## config.mk

```make
export PLATFORM = sky130hd
export DESIGN_NAME = loopcode_tx
export DESIGN_NICKNAME = d
export VERILOG_FILES = /design/src/rtl/loopcode_pkg.sv /design/src/rtl/loopcode_cfg.sv /design/src/rtl/loopcode_fsm.sv /design/src/rtl/loopcode_ptr.sv /design/src/rtl/loopcode_bitsel.sv /design/src/rtl/loopcode_tx.sv
export SDC_FILE = /design/constraint.sdc
export NUM_CORES = 1
export LEC_CHECK = 0
export BUFFER_PORTS_ARGS = -buffer_cell sky130_fd_sc_hd__clkbuf_2
export CORE_MARGIN = 4
export CORE_UTILIZATION = 50
export CTS_BUF_LIST = sky130_fd_sc_hd__clkbuf_4 sky130_fd_sc_hd__clkbuf_8 sky130_fd_sc_hd__clkbuf_16
export CTS_CLUSTER_SIZE = 30
export DETAILED_ROUTE_END_ITERATION = 8
export GPL_TIMING_DRIVEN = 0
export PLACE_DENSITY = 0.77
export SYNTH_ARGS = -nofsm -noshare
export SYNTH_HDL_FRONTEND = slang
export SYNTH_SLANG_ARGS = --single-unit
```

## constraint.sdc

```tcl
create_clock -name clk -period 2.09 [get_ports clk]
set_input_delay 0.3135 -clock clk [delete_from_list [all_inputs] [get_ports clk]]
set_output_delay 0.3135 -clock clk [all_outputs]
set_load 0.02 [all_outputs]
```

## src/rtl/loopcode_pkg.sv

```systemverilog
package loopcode_pkg;

    typedef enum logic [1:0] {
        ST_IDLE = 2'd0,
        ST_LOAD = 2'd1,
        ST_SEND = 2'd2
    } lc_state_e;

    localparam logic [1:0] SEL_LEN_A = 2'b00;
    localparam logic [1:0] SEL_LEN_B = 2'b01;
    localparam logic [1:0] SEL_LEN_C = 2'b10;
    localparam logic [1:0] SEL_FULL  = 2'b11;

endpackage

```

## src/rtl/loopcode_cfg.sv

```systemverilog
// Configuration snapshot and restart detector.
module loopcode_cfg #(
    parameter int BYTE_W = 8,
    parameter int SEL_W  = 2
) (
    input  logic              clk,
    input  logic              rst_n,
    input  logic              track,
    input  logic [BYTE_W-1:0] code_hi,
    input  logic [BYTE_W-1:0] code_lo,
    input  logic [SEL_W-1:0]  len_sel,
    output logic [BYTE_W-1:0] snap_hi,
    output logic [BYTE_W-1:0] snap_lo,
    output logic [SEL_W-1:0]  snap_sel,
    output logic              cfg_changed
);
    import loopcode_pkg::*;

    logic hi_diff;
    logic lo_diff;
    logic sel_diff;
    logic lo_used;

    // Follow the live inputs whenever the pattern is not running.
    always_ff @(posedge clk) begin
        if (!rst_n) begin
            snap_hi  <= '0;
            snap_lo  <= '0;
            snap_sel <= '0;
        end else if (track) begin
            snap_hi  <= code_hi;
            snap_lo  <= code_lo;
            snap_sel <= len_sel;
        end
    end

    // Only fields the active length reads can force a restart.
    always_comb begin
        hi_diff     = (code_hi != snap_hi);
        lo_diff     = (code_lo != snap_lo);
        sel_diff    = (len_sel != snap_sel);
        lo_used     = (snap_sel == SEL_W'(SEL_FULL));
        cfg_changed = hi_diff || sel_diff || (lo_used && lo_diff);
    end

endmodule

```

## src/rtl/loopcode_fsm.sv

```systemverilog
// Control state machine: IDLE -> LOAD -> SEND, with restart and stop arcs.
module loopcode_fsm (
    input  logic                    clk,
    input  logic                    rst_n,
    input  logic                    tx_enable,
    input  logic                    cfg_changed,
    output loopcode_pkg::lc_state_e state_q,
    output loopcode_pkg::lc_state_e state_d
);
    import loopcode_pkg::*;

    always_ff @(posedge clk) begin
        if (!rst_n) begin
            state_q <= ST_IDLE;
        end else begin
            state_q <= state_d;
        end
    end

    always_comb begin
        state_d = state_q;
        unique case (state_q)
            ST_IDLE: begin
                if (tx_enable) state_d = ST_LOAD;
            end
            ST_LOAD: begin
                if (!tx_enable) state_d = ST_IDLE;
                else            state_d = ST_SEND;
            end
            ST_SEND: begin
                if (!tx_enable)       state_d = ST_IDLE;
                else if (cfg_changed) state_d = ST_LOAD;
            end
            default: state_d = ST_IDLE;
        endcase
    end

endmodule

```

## src/rtl/loopcode_ptr.sv

```systemverilog
// Bit pointer with a wrap point chosen by the length selector.
module loopcode_ptr #(
    parameter int BYTE_W = 8,
    parameter int SEL_W  = 2,
    parameter int LEN_A  = 5,
    parameter int LEN_B  = 6,
    parameter int LEN_C  = 7,
    localparam int FULL_LEN = 2 * BYTE_W,
    localparam int PTR_W    = $clog2(FULL_LEN)
) (
    input  logic             clk,
    input  logic             rst_n,
    input  logic             clear,
    input  logic             step,
    input  logic [SEL_W-1:0] sel,
    output logic [PTR_W-1:0] ptr
);
    import loopcode_pkg::*;

    logic [PTR_W-1:0] last_idx;

    always_comb begin
        unique case (sel)
            SEL_W'(SEL_LEN_A): last_idx = PTR_W'(LEN_A - 1);
            SEL_W'(SEL_LEN_B): last_idx = PTR_W'(LEN_B - 1);
            SEL_W'(SEL_LEN_C): last_idx = PTR_W'(LEN_C - 1);
            default:           last_idx = PTR_W'(FULL_LEN - 1);
        endcase
    end

    always_ff @(posedge clk) begin
        if (!rst_n) begin
            ptr <= '0;
        end else if (clear) begin
            ptr <= '0;
        end else if (step) begin
            if (ptr == last_idx) ptr <= '0;
            else                 ptr <= ptr + PTR_W'(1);
        end
    end

endmodule

```

## src/rtl/loopcode_bitsel.sv

```systemverilog
// Picks the current pattern bit, counting from the MSB of the first byte.
module loopcode_bitsel #(
    parameter int BYTE_W = 8,
    localparam int FULL_LEN = 2 * BYTE_W,
    localparam int PTR_W    = $clog2(FULL_LEN)
) (
    input  logic [BYTE_W-1:0] pat_hi,
    input  logic [BYTE_W-1:0] pat_lo,
    input  logic [PTR_W-1:0]  ptr,
    output logic              bit_o
);
    logic [FULL_LEN-1:0] word;
    logic [PTR_W-1:0]    idx;

    always_comb begin
        word  = {pat_hi, pat_lo};
        idx   = PTR_W'(FULL_LEN - 1) - ptr;
        bit_o = word[idx];
    end

endmodule

```

## src/rtl/loopcode_tx.sv

```systemverilog
// Repeating loop code generator, top level.
module loopcode_tx #(
    parameter int BYTE_W = 8,
    parameter int SEL_W  = 2,
    parameter int LEN_A  = 5,
    parameter int LEN_B  = 6,
    parameter int LEN_C  = 7
) (
    input  logic              clk,
    input  logic              rst_n,
    input  logic              bit_en,
    input  logic              tx_enable,
    input  logic [BYTE_W-1:0] code_hi,
    input  logic [BYTE_W-1:0] code_lo,
    input  logic [SEL_W-1:0]  len_sel,
    output logic              ser_out,
    output logic              ser_valid
);
    import loopcode_pkg::*;

    localparam int FULL_LEN = 2 * BYTE_W;
    localparam int PTR_W    = $clog2(FULL_LEN);

    lc_state_e         state_q;
    lc_state_e         state_d;
    logic [BYTE_W-1:0] snap_hi;
    logic [BYTE_W-1:0] snap_lo;
    logic [SEL_W-1:0]  snap_sel;
    logic              cfg_changed;
    logic [PTR_W-1:0]  ptr;
    logic              pat_bit;
    logic              sending;
    logic              take_bit;

    // A bit leaves only from SEND, with enable held and an unchanged setup.
    always_comb begin
        sending  = (state_q == ST_SEND);
        take_bit = sending && tx_enable && !cfg_changed && bit_en;
    end

    loopcode_cfg #(
        .BYTE_W (BYTE_W),
        .SEL_W  (SEL_W)
    ) u_cfg (
        .clk         (clk),
        .rst_n       (rst_n),
        .track       (!sending),
        .code_hi     (code_hi),
        .code_lo     (code_lo),
        .len_sel     (len_sel),
        .snap_hi     (snap_hi),
        .snap_lo     (snap_lo),
        .snap_sel    (snap_sel),
        .cfg_changed (cfg_changed)
    );

    loopcode_fsm u_fsm (
        .clk         (clk),
        .rst_n       (rst_n),
        .tx_enable   (tx_enable),
        .cfg_changed (cfg_changed),
        .state_q     (state_q),
        .state_d     (state_d)
    );

    loopcode_ptr #(
        .BYTE_W (BYTE_W),
        .SEL_W  (SEL_W),
        .LEN_A  (LEN_A),
        .LEN_B  (LEN_B),
        .LEN_C  (LEN_C)
    ) u_ptr (
        .clk   (clk),
        .rst_n (rst_n),
        .clear (!sending),
        .step  (take_bit),
        .sel   (snap_sel),
        .ptr   (ptr)
    );

    loopcode_bitsel #(
        .BYTE_W (BYTE_W)
    ) u_bitsel (
        .pat_hi (snap_hi),
        .pat_lo (snap_lo),
        .ptr    (ptr),
        .bit_o  (pat_bit)
    );

    // Output process: idle marks in IDLE or on stop, bits in SEND.
    always_ff @(posedge clk) begin
        if (!rst_n) begin
            ser_out   <= 1'b1;
            ser_valid <= 1'b0;
        end else begin
            ser_valid <= 1'b0;
            unique case (state_q)
                ST_IDLE: begin
                    ser_out <= 1'b1;
                end
                ST_LOAD: begin
                    if (!tx_enable) ser_out <= 1'b1;
                end
                ST_SEND: begin
                    if (!tx_enable) begin
                        ser_out <= 1'b1;
                    end else if (take_bit) begin
                        ser_out   <= pat_bit;
                        ser_valid <= 1'b1;
                    end
                end
                default: begin
                    ser_out <= 1'b1;
                end
            endcase
        end
    end

    // state_d is exported for the checker and kept for observability.
    logic unused_next;
    assign unused_next = ^state_d;

endmodule

```

Yosys cells after proc, flatten, opt, wreduce, memory -nomap -nowiden:

Cells that the tools add are included.

* flip-flop bits (word level): 26
* latch bits: 0
* RAM bits: 0
* bits in read-only memories: 0
* input port bits: 22
* output and inout port bits: 2
* word-level logic and storage cells: 50
* memories kept: 0

* add/subtract/negate cells: 2
* $mul: 0
* div/mod/pow operators: 0
* $lt $le $gt $ge: 1
* eq/ne operators: 13
* shift operators: 0
* muxes and demuxes: 14
* bitwise operators: 0
* reduce and logical (&&, ||, !) cells: 13

Operators by type and width (number)
* $ne A8 B8 Y1: 2
* $pmux W4 S3: 1
* $mux W2: 4
* $eq A2 B2 Y1 const B: 3
* $pmux W2 S3: 1
* $reduce_and A2 Y1: 3
* $lt A4 B5 Y1 const B: 1
* $mux W1: 5
* $add A4 B1 Y4 const B: 1
* $bmux W1 S4: 1
* $eq A2 B1 Y1 const B: 2
* $eq A4 B4 Y1: 1
* $logic_and A1 B1 Y1: 4
* $logic_not A2 Y1: 2
* $mux W4: 1
* $ne A2 B2 Y1 const B: 2
* $sub A4 B4 Y4 const A: 1
* $ne A3 B2 Y1 const B: 1
* $ne A3 B3 Y1 const B: 1
* $reduce_and A3 Y1: 1
* $logic_or A1 B1 Y1: 2
* $ne A2 B2 Y1: 1
* $pmux W1 S2: 1
* $logic_not A1 Y1: 1

Logic depth before layout (Yosys ltp):

* depth in word-level cells: 9
* mapped depth: 7
* gate-level depth less buffers: 6

Hierarchy:

Synthesis repeated with hierarchy kept, for this count alone.

* cell total of the unflattened synthesis: 135
* area, all modules: 1492.7 µm²

By module, submodules not included
* loopcode_cfg: instances 1, cells an instance 82, area each 888.4 µm², sequential area each 360.3 µm²
* loopcode_ptr: instances 1, cells an instance 23, area each 242.7 µm², sequential area each 80.1 µm²
* loopcode_bitsel: instances 1, cells an instance 7, area each 135.1 µm², sequential area each 0.0 µm²
* loopcode_tx: instances 1, cells an instance 14, area each 125.1 µm², sequential area each 40.0 µm²
* loopcode_fsm: instances 1, cells an instance 9, area each 101.3 µm², sequential area each 40.0 µm²

Least setup slack after synthesis:

No wires, ideal clock.

* path type: flip-flop to flip-flop
* start: reg u_cfg.snap_hi[6]
* end: reg u_ptr.ptr[3]
* setup time: 0.070 ns
* arrival time: 1.999 ns
* required time: 2.020 ns
* slack: 0.021 ns
* cell stages (with the launch flop): 8
* buffers on the path: 1
* clock period less this slack: 2.069 ns
* cell sequence: dfxtp_1 > xor2_1 > nor4_4 > nand4_1 > or3b_1 > buf_2 > or4_1 > a21oi_1

* word-level cells in the longest chain between the ends: 6

Ends and longest elaborated chain
* from (decl): RTL line loopcode_cfg.sv:12 `output logic [BYTE_W-1:0] snap_hi,`
* from (signal assigned): RTL line loopcode_cfg.sv:31 `snap_hi <= code_hi;`
* $ne A8 B8 Y1: RTL line loopcode_cfg.sv:39 `hi_diff = (code_hi != snap_hi);`
* $logic_or A1 B1 Y1 (2 in series): RTL line loopcode_cfg.sv:43 `cfg_changed = hi_diff || sel_diff || (lo_used && lo_diff);`
* $logic_not A1 Y1: RTL line loopcode_tx.sv:38 `take_bit = sending && tx_enable && !cfg_changed && bit_en;`
* $logic_and A1 B1 Y1 (2 in series): RTL line loopcode_tx.sv:38
* to (signal assigned): RTL line loopcode_ptr.sv:38 `else ptr <= ptr + PTR_W'(1);`
* to (decl): RTL line loopcode_ptr.sv:16 `output logic [PTR_W-1:0] ptr`

No other way between the ends.
A chain may end at the register's enable or synchronous reset.

Final worst setup path:

* start: reg u_cfg.snap_hi[6]
* end: reg u_ptr.ptr[0]

The elaborated chain is that of the path after synthesis.

==> impl_metrics.toml <==
[yosys]
netlist_area_sq_um = 1440
synth_cell_types = 36
synth-edff-count = 0
ys.flop_type = "dfxtp_1"
synth_nets = 185
async_reset_ff_share_pct = 0
ys_ff_latch = 26
ys_seq_area_share_pct = 36.1
synth_cells = 162
syn_area_per_cell_sq_um = 8.90
yosysWarnings = 0

[min_path]
min_path_cells = 3
hp-start = "code_lo[0]"
hp-class = "primary input to flop"

[route]
drt_iter0_markers = 52
via_per_inst = 5.41
remaining_drc_errors = 0
drt_wl_total_mm = 3.58
drt_pass1_iterations = 4
postRouteAntennaNets = 0
vias = 1277
wl_per_cell_microns = 15.1

[clock_tree]
cts_tree = "yes"
cts-root-buf = "clkbuf_4"
cts_buffers = 3
path_clk_slew_ps = 140
clk_latency_ps = 320
cts_buffer_depth = 2
cts.htree.levels = 1
clock-sinks = 26

[placed_design]
gp_congestion = 0.820
port_buffers = 23
place_area_sq_um = 1600
hpwl_mm = 2.35

[critical_path]
critPathKind = "flop to flop"
crit_slowest_cell = "or3b_1"
cp_max_fo = 4
r2r_start = "u_cfg.snap_hi[6]"
crit_path_start = "u_cfg.snap_hi[6]"
crit_chain = "xor2_2 -> nor4_4 -> nand4_1 -> or3b_1 -> buf_6 -> buf_6 -> or3_4 -> a21oi_2"
endpoint_kind = "flop"
path_common_cell = "buf_6"
required_ps = 2360
crit_arrival_ps = 2430
critPathMaxStageDelay_ps = 420
r2r_cells = 8
worstSetupStartpointType = "flop"

[layout]
final_util_pct = 67.7
drive_above_1_share_pct = 37.6
multi_input_area_sq_um = 942
num-fill-cells = 214
ff_latch_area_sq_um = 533
nNetsFinal = 229
final_common_cell = "nand2_1"
diodes = 0
layout_common_cells = "42 x nand2_1, 23 x clkbuf_2, 18 x a21boi_0, 16 x xor2_1, 16 x dfxtp_1"
design_area_sq_um = 1870
syn_to_final_growth_pct = 29.6

[flow_run]
cap_violations = 0

[pwr]
power_density_nw_per_um2 = 508
ir_worst_vdd_v = 0.000450
power_uw = 948
power_leakage_uw = 0.000810

[global_route]
grt_pass1_vias = 1233
antenna_found_initial = 0
grt_max_degree = 15
grt_usage_pct = 19.4
grt_pass1_wl_mm = 5.47
grt_overflow = 0

[floorplan]
core_sq_um = 2760
die_w_microns = 61.7
io_pins = 24
die_h_microns = 61.7
dieArea_sq_um = 3810
num_rows = 19
initial_core_util_pct = 52.3

[sta]
worst_slack_ps = -79.0
tightest_slew_ps = 499
post-route-min-period_ps = 2170
fmax_mhz = 461
rsz0062_at_grt = "true"
hold_viol = 0
slew_viol_final = 0
fin_skew_ps = 4.32
slew_headroom_pct = 66.7
whs_ps = 224
setup_viol = 3
period_share_pct = 104

[run_status]
failed_checks = "setup timing"
status = "finished, violations left"
==> path summary, 6_finish.rpt <==
path | endpoint | slack (ps)
worst max-delay path | u_ptr.ptr[0] | -80
worst min-delay path | u_cfg.snap_lo[0] | 220
worst max register to register | u_ptr.ptr[0] | -80
worst min register to register | u_cfg.snap_hi[6] | 500
==> sequential cells by signal (all words and copies together), names as in the netlist <==
signal          flops
u_fsm.state_q       2
ser_out             1
u_cfg.snap_lo       8
ser_valid           1
u_cfg.snap_hi       8
u_cfg.snap_sel      2
u_ptr.ptr           4
==> power breakdown <==
group | total [uW] | switching [uW] | internal (uW)
sequential | 543 | 22.6 | 520
combinational | 151 | 72.8 | 78.1
clock | 255 | 148 | 106
total | 948 | 244 | 705
==> metrics by stage <==
stage | worst slack (ps) | instances | TNS, ps
4_1_cts | -67.7 | 234 | -184
6_report | -79.0 | 236 | -231
3_3_place_gp | -228 | 216 | -462
3_5_place_dp | -272 | 216 | -566
5_1_grt | -155 | 236 | -490
2_1_floorplan | 21.1 | 162 | 0
==> Yosys cell counts, drive strengths merged, types with 2 or more instances <==
library cell,n,area (sq um)
a21boi,18,135
a21oi,5,25.0
and3,2,12.5
and3b,2,17.5
buf,5,42.5
clkbuf,4,15.0
dfxtp,26,521
mux4,4,93.8
nand2,42,158
nand3,3,15.0
nor2,4,15.0
nor2b,2,12.5
nor3,3,20.0
nor4,4,40.0
o21ai,2,10.0
or3b,3,26.3
xor2,19,166
==> per-layer routing <==
layer / track usage [%] / share of wire, %
met5: 0 / 0
met4: 6.36 / 2.6
met3: 3.10 / 2.6
met2: 33.6 / 53
met1: 24.7 / 42
==> area by class of cell <==
class,instances,share of cell area [%]
Timing Repair Buffer,39,13.6
Tap cell,31,2.08
Multi-Input combinational cell,127,50.4
Clock buffer,4,1.94
Sequential cell,26,28.5
Buffer,9,3.42
==> worst max-delay path: cells and delay by family, from the launching register on <==
family | cells | cell delay (ps)
buffers and inverters | 2 | 250
DFF | 1 | 360
AOI/OAI and AO/OA | 1 | 130
xor gates and xnor gates | 1 | 150
and+or+nand+nor | 4 | 1220
==> cell families after synthesis <==
logic type	count (synthesis)	synth area share, %
compound gates	29	14.1
xor+xnor	20	12.2
fa+ha+maj	1	0.868
buf+inv	9	3.99
flops	26	36.1
mux	6	7.99
simple gates	71	24.8
==> what timing repair did <==
action | in CTS | in global routing
hold buffers | 0 | 0
endpoints found under the setup margin | 4 | 8
setup buffers | 14 | 5
pin swaps | 15 | 12
resized for setup | 13 | 21
Power figures use the tool's default switching activity.
